==> config.mk <==
export PLATFORM = sky130hd
export DESIGN_NAME = uart_irq_status
export DESIGN_NICKNAME = d
export VERILOG_FILES = /design/src/rtl/uirq_pkg.sv /design/src/rtl/uirq_edge_det.sv /design/src/rtl/uirq_sticky.sv /design/src/rtl/uirq_prio.sv /design/src/rtl/uart_irq_status.sv
export SDC_FILE = /design/constraint.sdc
export NUM_CORES = 1
export LEC_CHECK = 0
export BUFFER_PORTS_ARGS = -buffer_cell sky130_fd_sc_hd__buf_4
export CAP_MARGIN = 15
export CORE_AREA = 2 2 39 41
export DETAILED_ROUTE_END_ITERATION = 7
export DIE_AREA = 0 0 41 43
export SYNTH_ARGS = -nofsm -noshare
export SYNTH_HDL_FRONTEND = slang
export SYNTH_SLANG_ARGS = --single-unit
==> constraint.sdc <==
create_clock -name clk_i -period 1.7 [get_ports clk_i]
set_clock_uncertainty 0.1 [all_clocks]
set_input_delay 0.34 -clock clk_i [delete_from_list [all_inputs] [get_ports clk_i]]
set_output_delay 0.34 -clock clk_i [all_outputs]
set_load 0.02 [all_outputs]
==> src/rtl/uirq_pkg.sv <==
package uirq_pkg;
  typedef enum logic [2:0] {
    SRC_MODEM = 3'b000,
    SRC_TX    = 3'b001,
    SRC_RXD   = 3'b010,
    SRC_LINE  = 3'b011,
    SRC_RXTO  = 3'b110
  } src_code_e;

  typedef struct packed {
    logic line;
    logic rxto;
    logic rxd;
    logic tx;
    logic modem;
    logic xs;
    logic flow;
  } src_req_t;

  localparam int unsigned STAT_W = 8;
endpackage

==> src/rtl/uirq_edge_det.sv <==
module uirq_edge_det #(
  parameter int unsigned N_LINES = 2
) (
  input  logic               clk_i,
  input  logic               rst_ni,
  input  logic [N_LINES-1:0] lines_i,
  input  logic               en_i,
  input  logic               clr_i,
  output logic               flag_o
);
  logic [N_LINES-1:0] prev_q;
  logic [N_LINES-1:0] rise;
  logic               flag_q;

  for (genvar g = 0; g < N_LINES; g++) begin : g_line
    always_ff @(posedge clk_i or negedge rst_ni) begin
      if (!rst_ni) prev_q[g] <= 1'b1;
      else         prev_q[g] <= lines_i[g];
    end
    assign rise[g] = lines_i[g] & ~prev_q[g];
  end

  always_ff @(posedge clk_i or negedge rst_ni) begin
    if (!rst_ni)                flag_q <= 1'b0;
    else if (!en_i)             flag_q <= 1'b0;
    else if (|rise)             flag_q <= 1'b1;
    else if (clr_i)             flag_q <= 1'b0;
  end

  assign flag_o = flag_q;

  AST_FLOW_RISE_SETS: assert property (@(posedge clk_i) disable iff (!rst_ni)
    (en_i && |(lines_i & ~prev_q)) |=> flag_o) else $error("flow rise lost");
  AST_FLOW_FALL_QUIET: assert property (@(posedge clk_i) disable iff (!rst_ni)
    (!flag_o && !(|(lines_i & ~prev_q))) |=> !flag_o) else $error("flow set w/o rise");
endmodule

==> src/rtl/uirq_sticky.sv <==
module uirq_sticky (
  input  logic clk_i,
  input  logic rst_ni,
  input  logic rd_i,
  input  logic xs_en_i,
  input  logic xoff_i,
  input  logic xon_i,
  input  logic spec_i,
  input  logic rx_char_i,
  input  logic tx_en_i,
  input  logic tx_set_i,
  input  logic tx_load_i,
  input  logic tx_rep_i,
  output logic xs_o,
  output logic tx_o
);
  logic xoff_q, spec_q, tx_q;

  // Xoff: set wins; cleared by any read or by Xon
  always_ff @(posedge clk_i or negedge rst_ni) begin
    if (!rst_ni)           xoff_q <= 1'b0;
    else if (!xs_en_i)     xoff_q <= 1'b0;
    else if (xoff_i)       xoff_q <= 1'b1;
    else if (rd_i || xon_i) xoff_q <= 1'b0;
  end

  // Special char: the matching char carries its own rx_char pulse, so set wins
  always_ff @(posedge clk_i or negedge rst_ni) begin
    if (!rst_ni)         spec_q <= 1'b0;
    else if (!xs_en_i)   spec_q <= 1'b0;
    else if (spec_i)     spec_q <= 1'b1;
    else if (rx_char_i)  spec_q <= 1'b0;
  end

  always_ff @(posedge clk_i or negedge rst_ni) begin
    if (!rst_ni)                       tx_q <= 1'b0;
    else if (!tx_en_i)                 tx_q <= 1'b0;
    else if (tx_set_i)                 tx_q <= 1'b1;
    else if (tx_load_i || (rd_i && tx_rep_i)) tx_q <= 1'b0;
  end

  assign xs_o = xoff_q | spec_q;
  assign tx_o = tx_q;

  AST_XOFF_READ_CLR: assert property (@(posedge clk_i) disable iff (!rst_ni)
    (rd_i && !xoff_i) |=> !xoff_q) else $error("xoff kept over read");
  AST_SPEC_READ_KEEP: assert property (@(posedge clk_i) disable iff (!rst_ni)
    (spec_q && xs_en_i && !rx_char_i) |=> spec_q) else $error("special lost");
  AST_TX_HIDDEN_KEEP: assert property (@(posedge clk_i) disable iff (!rst_ni)
    (tx_q && tx_en_i && rd_i && !tx_rep_i && !tx_load_i) |=> tx_q) else $error("tx lost");
  AST_TX_READ_CLR: assert property (@(posedge clk_i) disable iff (!rst_ni)
    (rd_i && tx_rep_i && !tx_set_i) |=> !tx_q) else $error("tx not cleared");
endmodule

==> src/rtl/uirq_prio.sv <==
module uirq_prio
  import uirq_pkg::*;
(
  input  src_req_t          req_i,
  input  logic              fifo_en_i,
  output logic [STAT_W-1:0] stat_o,
  output logic              pend_o
);
  src_code_e code;

  always_comb begin
    if (req_i.line)       code = SRC_LINE;
    else if (req_i.rxto)  code = SRC_RXTO;
    else if (req_i.rxd)   code = SRC_RXD;
    else if (req_i.tx)    code = SRC_TX;
    else                  code = SRC_MODEM;
  end

  assign pend_o = |req_i;
  assign stat_o = {{2{fifo_en_i}}, req_i.flow, req_i.xs, code, ~pend_o};
endmodule

==> src/rtl/uart_irq_status.sv <==
module uart_irq_status
  import uirq_pkg::*;
#(
  parameter int unsigned N_FLOW_LINES = 2
) (
  input  logic       clk_i,
  input  logic       rst_ni,
  input  logic       rd_stat_i,
  input  logic       fifo_en_i,
  input  logic       enh_en_i,
  input  logic       ien_rx_i,
  input  logic       ien_line_i,
  input  logic       ien_tx_i,
  input  logic       ien_modem_i,
  input  logic       ien_xoff_i,
  input  logic       ien_flow_i,
  input  logic       line_err_i,
  input  logic       rx_ready_i,
  input  logic       rx_timeout_i,
  input  logic       modem_chg_i,
  input  logic       tx_empty_i,
  input  logic       tx_load_i,
  input  logic       xoff_match_i,
  input  logic       xon_match_i,
  input  logic       spec_match_i,
  input  logic       rx_char_i,
  input  logic       cts_n_i,
  input  logic       rts_n_i,
  output logic [7:0] stat_o,
  output logic       irq_o
);
  src_req_t          req;
  logic              xs, tx, flow, pend, tx_rep;
  logic [STAT_W-1:0] stat;

  assign tx_rep = (stat[3:1] == SRC_TX) && !stat[0];

  uirq_sticky u_sticky (
    .clk_i     (clk_i),
    .rst_ni    (rst_ni),
    .rd_i      (rd_stat_i),
    .xs_en_i   (enh_en_i & ien_xoff_i),
    .xoff_i    (xoff_match_i),
    .xon_i     (xon_match_i),
    .spec_i    (spec_match_i),
    .rx_char_i (rx_char_i),
    .tx_en_i   (ien_tx_i),
    .tx_set_i  (tx_empty_i),
    .tx_load_i (tx_load_i),
    .tx_rep_i  (tx_rep),
    .xs_o      (xs),
    .tx_o      (tx)
  );

  uirq_edge_det #(.N_LINES(N_FLOW_LINES)) u_flow (
    .clk_i   (clk_i),
    .rst_ni  (rst_ni),
    .lines_i ({rts_n_i, cts_n_i}),
    .en_i    (enh_en_i & ien_flow_i),
    .clr_i   (rd_stat_i),
    .flag_o  (flow)
  );

  always_comb begin
    req       = '0;
    req.line  = line_err_i & ien_line_i;
    req.rxto  = rx_timeout_i & ien_rx_i;
    req.rxd   = rx_ready_i & ien_rx_i;
    req.tx    = tx;
    req.modem = modem_chg_i & ien_modem_i;
    req.xs    = xs;
    req.flow  = flow;
  end

  uirq_prio u_prio (
    .req_i     (req),
    .fifo_en_i (fifo_en_i),
    .stat_o    (stat),
    .pend_o    (pend)
  );

  assign stat_o = stat;
  assign irq_o  = pend;

  AST_LINE_TOP: assert property (@(posedge clk_i) disable iff (!rst_ni)
    (line_err_i && ien_line_i) |-> (stat_o[3:0] == 4'b0110)) else $error("line not top");
  AST_ENH_OFF_QUIET: assert property (@(posedge clk_i) disable iff (!rst_ni)
    !enh_en_i |=> (!enh_en_i -> stat_o[5:4] == 2'b00)) else $error("bits 5:4 set");
  AST_IRQ_MATCH: assert property (@(posedge clk_i) disable iff (!rst_ni)
    irq_o == !stat_o[0]) else $error("irq mismatch");
endmodule

==> results.ini, run 1 <==
[layout]
areaGrowthSynthToFinish_pct = 71.7
stdcell_area_um2 = 593
antenna_cells = 0
mostFrequentLayoutCells = 28 x buf_4, 8 x nand2_1, 5 x inv_1, 5 x nor2_1, 4 x dfrtp_1
multiInputGateArea_um2 = 144
final_common_cell = buf_4
post_route_cells_drive_above_1_share_pct = 52.2
nets = 93
seqCellArea_um2 = 153
finalNonFillerCells = 85
fillers = 143

[placement]
gp_routability_congestion = 0.640
placedCellCount = 79
place_area_um2 = 546
portBuffers = 28
hpwl_um = 642

[global_route]
grt_pass1_wl_um = 1230
grtUsageTotal_pct = 10.9
gr-total-overflow = 0
first_global_vias = 294
grt_max_degree = 7
antenna_found_initial = 0

[critical_path]
worstPathMaxFanout = 2
r2r_slack_ns = 0.52
cp-start-kind = flip-flop
path_class = reg -> out
required_ns = 1.26
cp-end-kind = output port
cp.arrival_ns = 1.32

[sta]
rsz0062_at_grt = yes
setup_tns_ns = -0.0939
timing.final.hold_violations = 0
slew_headroom_pct = 78.3
setup_viol = 2
slew_violations = 0
fin_hold_ws_ns = 0.111
post-route-period-util_pct = 103
worst_pin_slew_ns = 0.324
fmax_mhz = 569
finalCriticalPeriod_ns = 1.76
worst_slack_ns = -0.0564

[route]
vias = 341
drt-total-wl_um = 794
drc = 0
drtIter0Drc = 5
ant_nets = 0
drt-wirelength-per-cell_um = 9.34
viasPerCell = 4.01
dr.pass1.iters = 4

[power_and_ir_drop]
power_leakage_nw = 0.324
peakVddDrop_v = 0.000326
powerDensity_mw_per_mm2 = 700
finalPower_w = 0.000415

[synthesis]
synth-seq-cells = 6
synth_area_per_cell_um2 = 8.85
synth_cell_types = 16
seq_area_frac_synth_pct = 44.2
syn-num-nets = 62
synth_top_cell_area_share_pct = 29.0
ys_warn_count = 0
synth_cells = 39
synth_top_area_cell = dfrtp_1
synth_area_leaders = dfrtp_1 29%, dfstp_2 15%, buf_4 8.7%
synth_area_um2 = 345

[cts]
insertion_delay_ns = 0.25
clk_pin_slew_ns = 0.05
cts_buffer_depth = 2
clock-sinks = 6
cts_tree = built
cts.htree.levels = 1
cts-root-buf = clkbuf_4
cts_buffers = 3

[floorplan]
io_pins = 32
num_rows = 14
die_x_um = 41
die_area_mm2 = 0.00176
initial_core_util_pct = 25.0
placeableCoreArea_mm2 = 0.00138
die_y_um = 43

[outcome]
failed_checks = setup timing
status = finished, violations left

[run]
max-cap-violations = 0

[min_path]
min_path_type = in -> reg

-- sequential cells by signal, indices dropped and copies added (netlist names) --
signal	flops
u_flow.prev_q	2
u_sticky.spec_q	1
u_sticky.xoff_q	1
u_sticky.tx_o	1
u_flow.flag_o	1
-- where the power goes --
group	internal [W]	switching, W
clock	0.0000891	0.0000548
combinational	0.0000646	0.0000480
sequential	0.000152	0.00000645
total	0.000306	0.000109
-- stage by stage --
step,setup slack [ns],utilization [%]
detailed placement,0.145,39.4
global route,-0.134,42.9
global placement,0.183,39.4
finish,-0.0564,42.9
CTS,-0.0591,42.9
floorplan,0.0594,-
-- what timing repair did --
| item | in CTS | in global routing |
|---|---|---|
| gates resized for setup | 1 | 0 |
| hold endpoints to repair | 6 | 0 |
| pin swaps | 1 | 0 |
| hold buffers | 1 | 0 |
| setup buffers | 1 | 0 |
| setup endpoints to repair | 2 | 2 |
-- area by class of cell --
class                   instances  area share (%)
flip-flops and latches          6            25.7
well taps                      16            3.38
multi-input cells              24            24.3
inverters                       5            3.16
clock buffers                   4            4.43
repair buffers                 30            39.0
-- worst max-delay path: stages (launching register included) --
cell     delay [ns]
dfrtp_1        0.40
nor4_4         0.29
nand4_1        0.16
inv_1          0.10
buf_6          0.11
-- layer usage --
metal,up-vias,wire length (µm),global-route usage (%)
met1,139,356,16.4
met3,0,103,9.42
met5,-,0,0
met2,17,333,10.6
li1,185,-,-
met4,0,0,4.00
-- path summary, 6_finish.rpt --
| check | from | end | cells after the start |
|---|---|---|---|
| worst max-delay path | u_sticky.spec_q$_DFFE_PN0P_ | stat_o[0] | 4 |
| worst min-delay path | rts_n_i | u_flow.prev_q[1]$_DFF_PN1_ | 1 |
| worst max register to register | u_flow.prev_q[0]$_DFF_PN1_ | u_flow.flag_o$_DFFE_PN0P_ | 3 |
| worst min register to register | u_flow.prev_q[1]$_DFF_PN1_ | u_flow.flag_o$_DFFE_PN0P_ | 3 |
| max in group asynchronous | rst_ni | u_flow.prev_q[1]$_DFF_PN1_ | 2 |
| min in group asynchronous | rst_ni | u_flow.flag_o$_DFFE_PN0P_ | 2 |
-- cell usage after synthesis --
library cell and count:
or2_1 1, dfrtp_1 4, nor3b_1 1, and3_1 1, a41oi_2 1, dfstp_2 2, buf_4 4, nor4_4 1
a222oi_1 1, nor2_1 5, nand2_1 8, nand4_1 1, nor2b_1 1, a21oi_1 1, inv_1 5, o21ai_1 2
-- cell families after synthesis --
family,after synthesis,share of synthesized area (%)
flops,6,44.2
compound gates,5,12.0
simple gates,19,29.7
buf+inv,9,14.1
(Power assumes the default switching activity.)
==> inputs of run 2 (changes only) <==
--- a/config.mk
+++ b/config.mk
@@ -10,6 +10,7 @@
 export CORE_AREA = 2 2 39 41
 export DETAILED_ROUTE_END_ITERATION = 7
 export DIE_AREA = 0 0 41 43
+export SKIP_CTS_REPAIR_TIMING = 1
 export SYNTH_ARGS = -nofsm -noshare
 export SYNTH_HDL_FRONTEND = slang
 export SYNTH_SLANG_ARGS = --single-unit
==> constraint.sdc (replaced) <==
create_clock -name clk_i -period 1.9 [get_ports clk_i]
set_clock_uncertainty 0.1 [all_clocks]
set_input_delay 0.38 -clock clk_i [delete_from_list [all_inputs] [get_ports clk_i]]
set_output_delay 0.38 -clock clk_i [all_outputs]
set_load 0.02 [all_outputs]
==> run 2 against run 1 <==
Against the previous run: the run now ends clean; setup slack better by 0.15 ns; sequential cell count unchanged; wire length up 4.9%; register-to-register slack better by 0.20 ns; via count up 2.1%; sequential power down 11%; power down 10%; sequential share of layout area up 0.16 points; clock power down 9%; critical path type unchanged; critical endpoint unchanged.
==> results.ini, run 2 (synthesis results as in run 1) <==
[outcome]
status = finished clean

[critical_path]
required_ns = 1.42  ; +0.16 ns
r2r_slack_ns = 0.72  ; +0.20 ns
slowest_delay_ns = 0.41  ; about the same
crit_family = simple AND/OR/NAND/NOR gates
crit_chain = nor4_4, nand4_1, inv_1, buf_4
cp.arrival_ns = 1.33  ; about the same
startpoint = u_sticky.spec_q$_DFFE_PN0P_
cp-end-kind = output port
critPathBufInv = 2  ; unchanged
worstPathMaxFanout = 3  ; +1
crit_slowest_cell = dfrtp_1
rr_startpoint = u_flow.prev_q[0]$_DFF_PN1_
path_class = reg -> out
cp-start-kind = flip-flop

[sta]
setup_viol = 0  ; -2
finalCriticalPeriod_ns = 1.81
fmax_mhz = 552
setup_tns_ns = 0  ; +0.0939 ns
worst_pin_slew_ns = 0.303  ; -0.0204 ns
post-route-period-util_pct = 95.3
timing.final.hold_violations = 0  ; unchanged
slew_headroom_pct = 79.6  ; +1.4 points
rsz0062_at_grt = no
slew_violations = 0  ; unchanged

[power_and_ir_drop]
powerDensity_mw_per_mm2 = 632  ; -9.8%
power_leakage_nw = 0.323  ; -0.27%
peakVddDrop_v = 0.000327  ; +0.27%

[layout]
fillers = 143  ; unchanged
nets = 93  ; unchanged
mostFrequentLayoutCells = 29 x buf_4, 8 x nand2_1, 5 x inv_1, 5 x nor2_1, 4 x dfrtp_1
areaGrowthSynthToFinish_pct = 70.7
antenna_cells = 0  ; unchanged
largest_reg_flops = 2  ; unchanged
post_route_cells_drive_above_1_share_pct = 52.2  ; unchanged
top_register = u_flow.prev_q
final_common_cell = buf_4
stdcell_area_um2 = 589  ; -0.63%

[min_path]
worstHoldStart = cts_n_i
min_path_type = in -> reg

[cts]
cts.htree.levels = 1  ; unchanged
clock-sinks = 6  ; unchanged
clk_pin_slew_ns = 0.05  ; about the same
cts_buffer_depth = 2  ; unchanged
cts_tree = built
insertion_delay_ns = 0.25  ; about the same
cts-root-buf = clkbuf_4
cts_buffers = 3  ; unchanged

[global_route]
grt_max_degree = 7  ; unchanged
grt_pass1_wl_um = 1280  ; +3.9%
first_global_vias = 306  ; +4.1%
grtUsageTotal_pct = 11.3  ; +0.40 points
antenna_found_initial = 0  ; unchanged
gr-total-overflow = 0  ; unchanged

[run]
max-cap-violations = 0  ; unchanged

[floorplan]
die_area_mm2 = 0.00176  ; unchanged
placeableCoreArea_mm2 = 0.00138  ; unchanged
num_rows = 14  ; unchanged
initial_core_util_pct = 25.0  ; unchanged
die_x_um = 41  ; unchanged
die_y_um = 43  ; unchanged
io_pins = 32  ; unchanged

[placement]
gp_routability_congestion = 0.640  ; unchanged
portBuffers = 28  ; unchanged
hpwl_um = 648  ; +1.0%
place_area_um2 = 546  ; unchanged

[route]
dr.pass1.iters = 4  ; unchanged
viasPerCell = 4.09  ; +2.1%
drt-wirelength-per-cell_um = 9.80  ; +4.9%
ant_nets = 0  ; unchanged
drt-total-wl_um = 833  ; +4.9%
vias = 348  ; +2.1%
drtIter0Drc = 4  ; -1
drc = 0  ; unchanged

-- run 2: cell counts in the layout (fill, tap and decap cells not counted) --
No cell type changed its count.
-- run 2: area by class of cell --
class                   count  area [µm²]  share of cell area [%]
clock buffers               4        26.3                    4.46
well taps                  16        20.0                    3.40
flip-flops and latches      6         153                    25.9
multi-input cells          24         144                    24.4
repair buffers             30         228                    38.6
inverters                   5        18.8                    3.18
-- run 2: path summary, 6_finish.rpt --
| path | to | depth (start not counted) |
|---|---|---|
| min in group asynchronous | u_flow.flag_o$_DFFE_PN0P_ | 2 |
| hold reg to reg | u_flow.flag_o$_DFFE_PN0P_ | 3 |
| setup reg to reg | u_flow.flag_o$_DFFE_PN0P_ | 3 |
| max in group asynchronous | u_flow.prev_q[0]$_DFF_PN1_ | 2 |
| setup / recovery | stat_o[0] | 4 |
| hold / removal | u_flow.prev_q[0]$_DFF_PN1_ | 1 |
-- run 2: layer usage --
layer | global-route usage, % | wire length, µm
met3 | 7.85 | 94
met5 | 0 | 0
met2 | 13.1 | 374
met1 | 16.1 | 364
met4 | 4.00 | 0
-- run 2: worst reg2reg max path: stages (launching register included) --
cell	delay, ns
dfstp_2	0.51
inv_1	0.03
a222oi_1	0.34
nor2_1	0.08
-- run 2: power by group --
part | total (W) | internal, W | leakage (nW) | switching (W)
combinational | 0.0000995 | 0.0000567 | 0.234 | 0.0000428
clock | 0.000131 | 0.0000798 | 0.0150 | 0.0000508
sequential | 0.000142 | 0.000136 | 0.0742 | 0.00000598
total | 0.000372 | 0.000273 | 0.323 | 0.0000996
-- run 2: stage by stage --
stage | util (%) | power, W | hold WS (ns) | worst slack [ns] | cells
floorplan | - | 0.000193 | -0.0156 | 0.219 | 39
global placement | 39.4 | 0.000240 | 0.0893 | 0.303 | 79
detailed placement | 39.4 | 0.000241 | 0.0894 | 0.288 | 79
CTS | 41.3 | 0.000376 | -0.179 | 0.0776 | 83
global route | 42.6 | 0.000397 | 0.140 | 0.00650 | 85
finish | 42.6 | 0.000372 | 0.155 | 0.0892 | 85
